--- src/rtl/spec_track_pkg.sv ---
package spec_track_pkg;

    typedef enum logic [1:0] {
        ST_IDLE   = 2'd0,
        ST_ARMED  = 2'd1,
        ST_FAILED = 2'd2
    } strand_state_e;

endpackage

--- src/rtl/spec_mark_array.sv ---
module spec_mark_array #(
    parameter int NUM_LINES   = 64,
    parameter int NUM_STRANDS = 2,
    localparam int LINE_W     = $clog2(NUM_LINES)
) (
    input  logic                   clk,
    input  logic                   rst_n,
    input  logic [NUM_STRANDS-1:0] set_en_i,
    input  logic [LINE_W-1:0]      set_line_i,
    input  logic [NUM_STRANDS-1:0] flush_i,
    input  logic                   inv_valid_i,
    input  logic [LINE_W-1:0]      inv_line_i,
    input  logic                   evict_valid_i,
    input  logic [LINE_W-1:0]      evict_line_i,
    output logic [NUM_STRANDS-1:0] conflict_o
);

    // Same-cycle forwarding of a load onto an invalidate/evict line
    logic inv_same;
    logic ev_same;
    assign inv_same = (set_line_i == inv_line_i);
    assign ev_same  = (set_line_i == evict_line_i);

    for (genvar s = 0; s < NUM_STRANDS; s++) begin : g_strand
        logic [NUM_LINES-1:0] marks;
        logic                 inv_hit;
        logic                 ev_hit;

        always_ff @(posedge clk or negedge rst_n) begin
            if (!rst_n) begin
                marks <= '0;
            end else if (flush_i[s]) begin
                marks <= '0;
            end else if (set_en_i[s]) begin
                marks[set_line_i] <= 1'b1;
            end
        end

        always_comb begin
            inv_hit = inv_valid_i &
                      (marks[inv_line_i] | (set_en_i[s] & inv_same));
            ev_hit  = evict_valid_i &
                      (marks[evict_line_i] | (set_en_i[s] & ev_same));
            conflict_o[s] = inv_hit | ev_hit;
        end
    end

endmodule

--- src/rtl/spec_strand_fsm.sv ---
module spec_strand_fsm
    import spec_track_pkg::*;
(
    input  logic clk,
    input  logic rst_n,
    input  logic end_i,
    input  logic track_i,
    input  logic conflict_i,
    output logic accepting_o,
    output logic fail_o
);

    strand_state_e state_q;
    strand_state_e state_d;
    logic          report;

    always_comb begin
        state_d = state_q;
        report  = 1'b0;
        if (end_i) begin
            state_d = ST_IDLE;
        end else begin
            unique case (state_q)
                ST_IDLE: begin
                    if (conflict_i) begin
                        state_d = ST_FAILED;
                        report  = 1'b1;
                    end else if (track_i) begin
                        state_d = ST_ARMED;
                    end
                end
                ST_ARMED: begin
                    if (conflict_i) begin
                        state_d = ST_FAILED;
                        report  = 1'b1;
                    end
                end
                ST_FAILED: state_d = ST_FAILED;
                default:   state_d = ST_IDLE;
            endcase
        end
    end

    always_ff @(posedge clk or negedge rst_n) begin
        if (!rst_n) state_q <= ST_IDLE;
        else        state_q <= state_d;
    end

    always_ff @(posedge clk or negedge rst_n) begin
        if (!rst_n) fail_o <= 1'b0;
        else        fail_o <= report;
    end

    assign accepting_o = (state_q != ST_FAILED);

endmodule

--- src/rtl/spec_read_tracker.sv ---
module spec_read_tracker #(
    parameter int NUM_LINES   = 64,
    parameter int NUM_STRANDS = 2,
    localparam int LINE_W     = $clog2(NUM_LINES),
    localparam int STRAND_W   = (NUM_STRANDS > 1) ? $clog2(NUM_STRANDS) : 1
) (
    input  logic                   clk,
    input  logic                   rst_n,
    input  logic                   ld_valid_i,
    input  logic [LINE_W-1:0]      ld_line_i,
    input  logic [STRAND_W-1:0]    ld_strand_i,
    input  logic                   inv_valid_i,
    input  logic [LINE_W-1:0]      inv_line_i,
    input  logic                   evict_valid_i,
    input  logic [LINE_W-1:0]      evict_line_i,
    input  logic [NUM_STRANDS-1:0] end_mask_i,
    output logic [NUM_STRANDS-1:0] spec_fail_o
);

    logic [NUM_STRANDS-1:0] accepting;
    logic [NUM_STRANDS-1:0] set_en;
    logic [NUM_STRANDS-1:0] conflict;

    for (genvar s = 0; s < NUM_STRANDS; s++) begin : g_ctl
        // End command wins over a load; a failed strand drops loads
        assign set_en[s] = ld_valid_i & (ld_strand_i == STRAND_W'(s)) &
                           accepting[s] & ~end_mask_i[s];

        spec_strand_fsm u_fsm (
            .clk         (clk),
            .rst_n       (rst_n),
            .end_i       (end_mask_i[s]),
            .track_i     (set_en[s]),
            .conflict_i  (conflict[s]),
            .accepting_o (accepting[s]),
            .fail_o      (spec_fail_o[s])
        );
    end

    spec_mark_array #(
        .NUM_LINES   (NUM_LINES),
        .NUM_STRANDS (NUM_STRANDS)
    ) u_marks (
        .clk           (clk),
        .rst_n         (rst_n),
        .set_en_i      (set_en),
        .set_line_i    (ld_line_i),
        .flush_i       (end_mask_i),
        .inv_valid_i   (inv_valid_i),
        .inv_line_i    (inv_line_i),
        .evict_valid_i (evict_valid_i),
        .evict_line_i  (evict_line_i),
        .conflict_o    (conflict)
    );

endmodule

--- config.mk ---
export PLATFORM = sky130hd
export DESIGN_NAME = spec_read_tracker
export DESIGN_NICKNAME = d
export VERILOG_FILES = /design/src/rtl/spec_track_pkg.sv /design/src/rtl/spec_mark_array.sv /design/src/rtl/spec_strand_fsm.sv /design/src/rtl/spec_read_tracker.sv
export SDC_FILE = /design/constraint.sdc
export NUM_CORES = 1
export LEC_CHECK = 0
export BUFFER_PORTS_ARGS = -buffer_cell sky130_fd_sc_hd__buf_4
export CORE_MARGIN = 2
export CORE_UTILIZATION = 65
export CTS_CLUSTER_SIZE = 20
export DETAILED_ROUTE_END_ITERATION = 8
export PLACE_DENSITY = 0.81
export SLEW_MARGIN = 20
export SYNTH_ARGS = -nofsm -noshare
export SYNTH_HDL_FRONTEND = slang
export SYNTH_SLANG_ARGS = --single-unit
--- constraint.sdc ---
create_clock -name clk -period 6.18 [get_ports clk]
set_input_delay 0.309 -clock clk [delete_from_list [all_inputs] [get_ports clk]]
set_output_delay 0.309 -clock clk [all_outputs]
set_load 0.02 [all_outputs]
==> summary.txt <==
STA
  – Pin slew with the least headroom to its limit: 1.09 ns
  – Final worst-path setup slack: 3.16 ns
  – Highest clock rate: 332 MHz
  – Setup TNS Final: 0 ns
  – Period minus WS final: 3.02 ns
  – RSZ-0062 raised after global routing: false
  – Fin. Hold Viols: 0
  – Max-slew headroom at the worst pin: 26.7%
  – Final setup viols: 0
  – Final Cycle Share: 48.8%
  – Post-Route Skew: 0.00585 ns
  – Max-slew violations: 0

Routing
  – 1st-iter DRT viols: 871
  – Vias/cell: 7.06
  – Initial DRT Pass Iterations: 6
  – Routed met2 length: 9010 microns
  – WL/cell: 23.4 microns
  – Routed Antenna Nets: 0
  – Met1 WL: 7520 microns
  – Met3 WL: 2310 microns
  – Highest routed layer: met4
  – DRC Markers: 0
  – Drt total wl: 19,700 microns
  – Via Count: 5,950

Floorplan
  – Chip height: 111 microns
  – Starting Density: 66.0%
  – Row count: 39
  – Core area: 0.0113 sq mm
  – Die W: 111 microns
  – Die Footprint: 0.0123 sq mm
  – I/O pin total: 28

Layout
  – Area growth syn-to-layout: 10.9%
  – Post-layout nets: 721
  – Ant diodes: 0
  – Fillcell total: 713
  – Commonest non-fill, non-tap cell in the layout: nor2_1
  – Share of cells above drive strength 1: 20.3%
  – Fin area: 0.00825 sq mm
  – Commonest non-fill, non-tap cells in the layout: nor2_1, a21oi_1, dfrtp_1

Setup path
  – Most used cell, CP: inv_1
  – Worst Path Arrival: 3.33 ns
  – Slowest-stage cell, CP: or4_1
  – Critical Path Max Stage Delay: 0.58 ns
  – CP Cell Sequence: inv_1, ha_1, nand3b_1, inv_1, nor4bb_1, or4_1, o31a_1, a2111o_1, mux2_4
  – Critical-path maximum fanout: 10
  – Nature of the critical path endpoint: register
  – WP data required: 6.49 ns
  – Critical path class: register to register
  – Startpoint Class: register

Placed design
  – GPL Wtd Cong: 0.915
  – Dpl hpwl: 12,200 microns
  – Pre-CTS WS: 2.94 ns
  – Placed Area: 0.00761 sq mm
  – IO buf count: 27

Logic synthesis
  – Mapped cell area: 0.00744 sq mm
  – Synth warnings: 0
  – Synth Instances: 695
  – Post-synthesis area per instance: 10.7 sq um
  – Async set-reset flop share out of synthesis: 100%
  – Syn Nets: 729
  – Number of synthesized flops with an enable pin: 0
  – Top_reg_cell synth: dfrtp_1
  – Synth Register Bits: 134
  – Yosys top cell by area: dfrtp_1
  – Post-synthesis cell type count: 48
  – Seq/Total Area, Yosys: 45.1%
  – Synth area leaders: dfrtp_1, mux4_2, a21oi_1, nor2_1, mux4_1
  – Synth top area share: 45.1%

CTS
  – Insertion delay to the later sink of the worst-skew pair: 0.43 ns
  – CTS clk-pin slew, worst paths: 0.05 ns
  – H-tree depth: 4
  – # clock sinks: 134
  – CTS Root Cell: clkbuf_16
  – Longest Clk Path Bufs: 2
  – CTS tree: yes
  – Setup bufs post-CTS: 0
  – Total CTS buffers: 17

Global route
  – Total track usage: 34.0%
  – GRT overflow: 0
  – Largest net degree at the start of global routing: 79
  – Initial antenna violation count: 0
  – Global-route wire length before repair: 32,000 microns
  – Vias in the first global route: 5,995

Power and ir drop
  – PwrDens: 255 mW/mm^2
  – Maximum vdd drop: 0.246 mV
  – Leakage: 3.58 nW

Status
  – Status: completed

Min path
  – Min-delay worst type: primary input to register

Job
  – Max_cap viols: 0
==> area by class of cell <==
| class | instances | area, sq um | area share, % |
|---|---|---|---|
| Multi-Input combinational cell | 490 | 3840 | 46.6 |
| Clock inverter | 8 | 96.3 | 1.17 |
| Sequential cell | 134 | 3350 | 40.6 |
| Timing Repair Buffer | 31 | 235 | 2.85 |
| Clock buffer | 24 | 492 | 5.96 |
| Tap cell | 143 | 179 | 2.17 |
| Inverter | 13 | 48.8 | 0.592 |
==> worst max-delay path: cells and delay by family, from the launching register on <==
kind                       cells  cell delay, ns
adders and majority gates      1            0.14
muxes                          1            0.31
and+or+nand+nor                3            1.13
DFF                            1            0.41
buffers and inverters          2            0.21
AOI/OAI and AO/OA              2            0.70
==> worst paths after layout <==
check                                                          start                                   endpoint  slack (ns)  depth (start not counted)
max reg2reg                    g_ctl[1].u_fsm.state_q[0]$_DFFE_PN0P_      g_ctl[1].u_fsm.state_q[1]$_DFFE_PN0P_        3.16                          9
max in group asynchronous                                      rst_n  u_marks.g_strand[0].marks[14]$_DFFE_PN0P_        4.28                          3
min                                                      inv_valid_i            g_ctl[0].u_fsm.fail_o$_DFF_PN0_        0.21                          3
min in group asynchronous                                      rst_n  u_marks.g_strand[1].marks[56]$_DFFE_PN0P_        0.47                          2
max                            g_ctl[1].u_fsm.state_q[0]$_DFFE_PN0P_      g_ctl[1].u_fsm.state_q[1]$_DFFE_PN0P_        3.16                          9
min reg2reg                u_marks.g_strand[0].marks[46]$_DFFE_PN0P_  u_marks.g_strand[0].marks[46]$_DFFE_PN0P_        0.52                          2
==> metrics by stage <==
stage                     hold slack [ns]  cells  power, W  util, %
after floorplan                    0.0134    695   0.00104        -
after global placement              0.391    810   0.00110     67.5
after detailed placement            0.399    810   0.00111     67.5
after CTS                           0.197    843   0.00210     72.8
after global routing                0.226    843   0.00217     73.2
final                               0.207    843   0.00211     73.2
==> metal layers <==
layer  GRT usage, %  up-vias
met4           17.0        0
met1           46.1     2894
met2           49.8      459
met5              0        -
li1               -     2504
met3           11.5       93
==> flip-flops by register name, indices dropped and copies added (netlist names) <==
name,count
g_ctl.u_fsm.fail_o,2
g_ctl.u_fsm.state_q,4
u_marks.g_strand.marks,128
==> power breakdown <==
| part | internal, W | switching [W] |
|---|---|---|
| combinational | 0.0000678 | 0.000141 |
| sequential | 0.000886 | 0.00000696 |
| clock | 0.000633 | 0.000371 |
| total | 0.00159 | 0.000518 |
==> what timing repair did <==
action | 4_1_cts | 5_1_grt
hold endpoints to repair | 56 | 0
resized for setup | 0 | 0
hold buffers | 1 | 0
==> synthesized netlist by cell type, drive strengths merged, types with 7 or more instances <==
library cell    n
a21oi         134
buf            33
clkbuf         25
dfrtp         134
ha              8
inv            12
mux2            7
mux2i           8
mux4           68
nand2          16
nor2          156
nor3           12
xor2            8
==> logic make-up (layout without fill, tap and decap cells) <==
group	count (synthesis)	count (layout)	share of synthesized area, %
buf+inv	71	76	4.24
simple gates	224	224	13.1
mux	83	83	23.0
xor+xnor	12	12	1.41
flops	134	134	45.1
fa+ha+maj	8	8	1.35
compound gates	163	163	11.9
No activity file was read; power rests on OpenSTA's default activity.
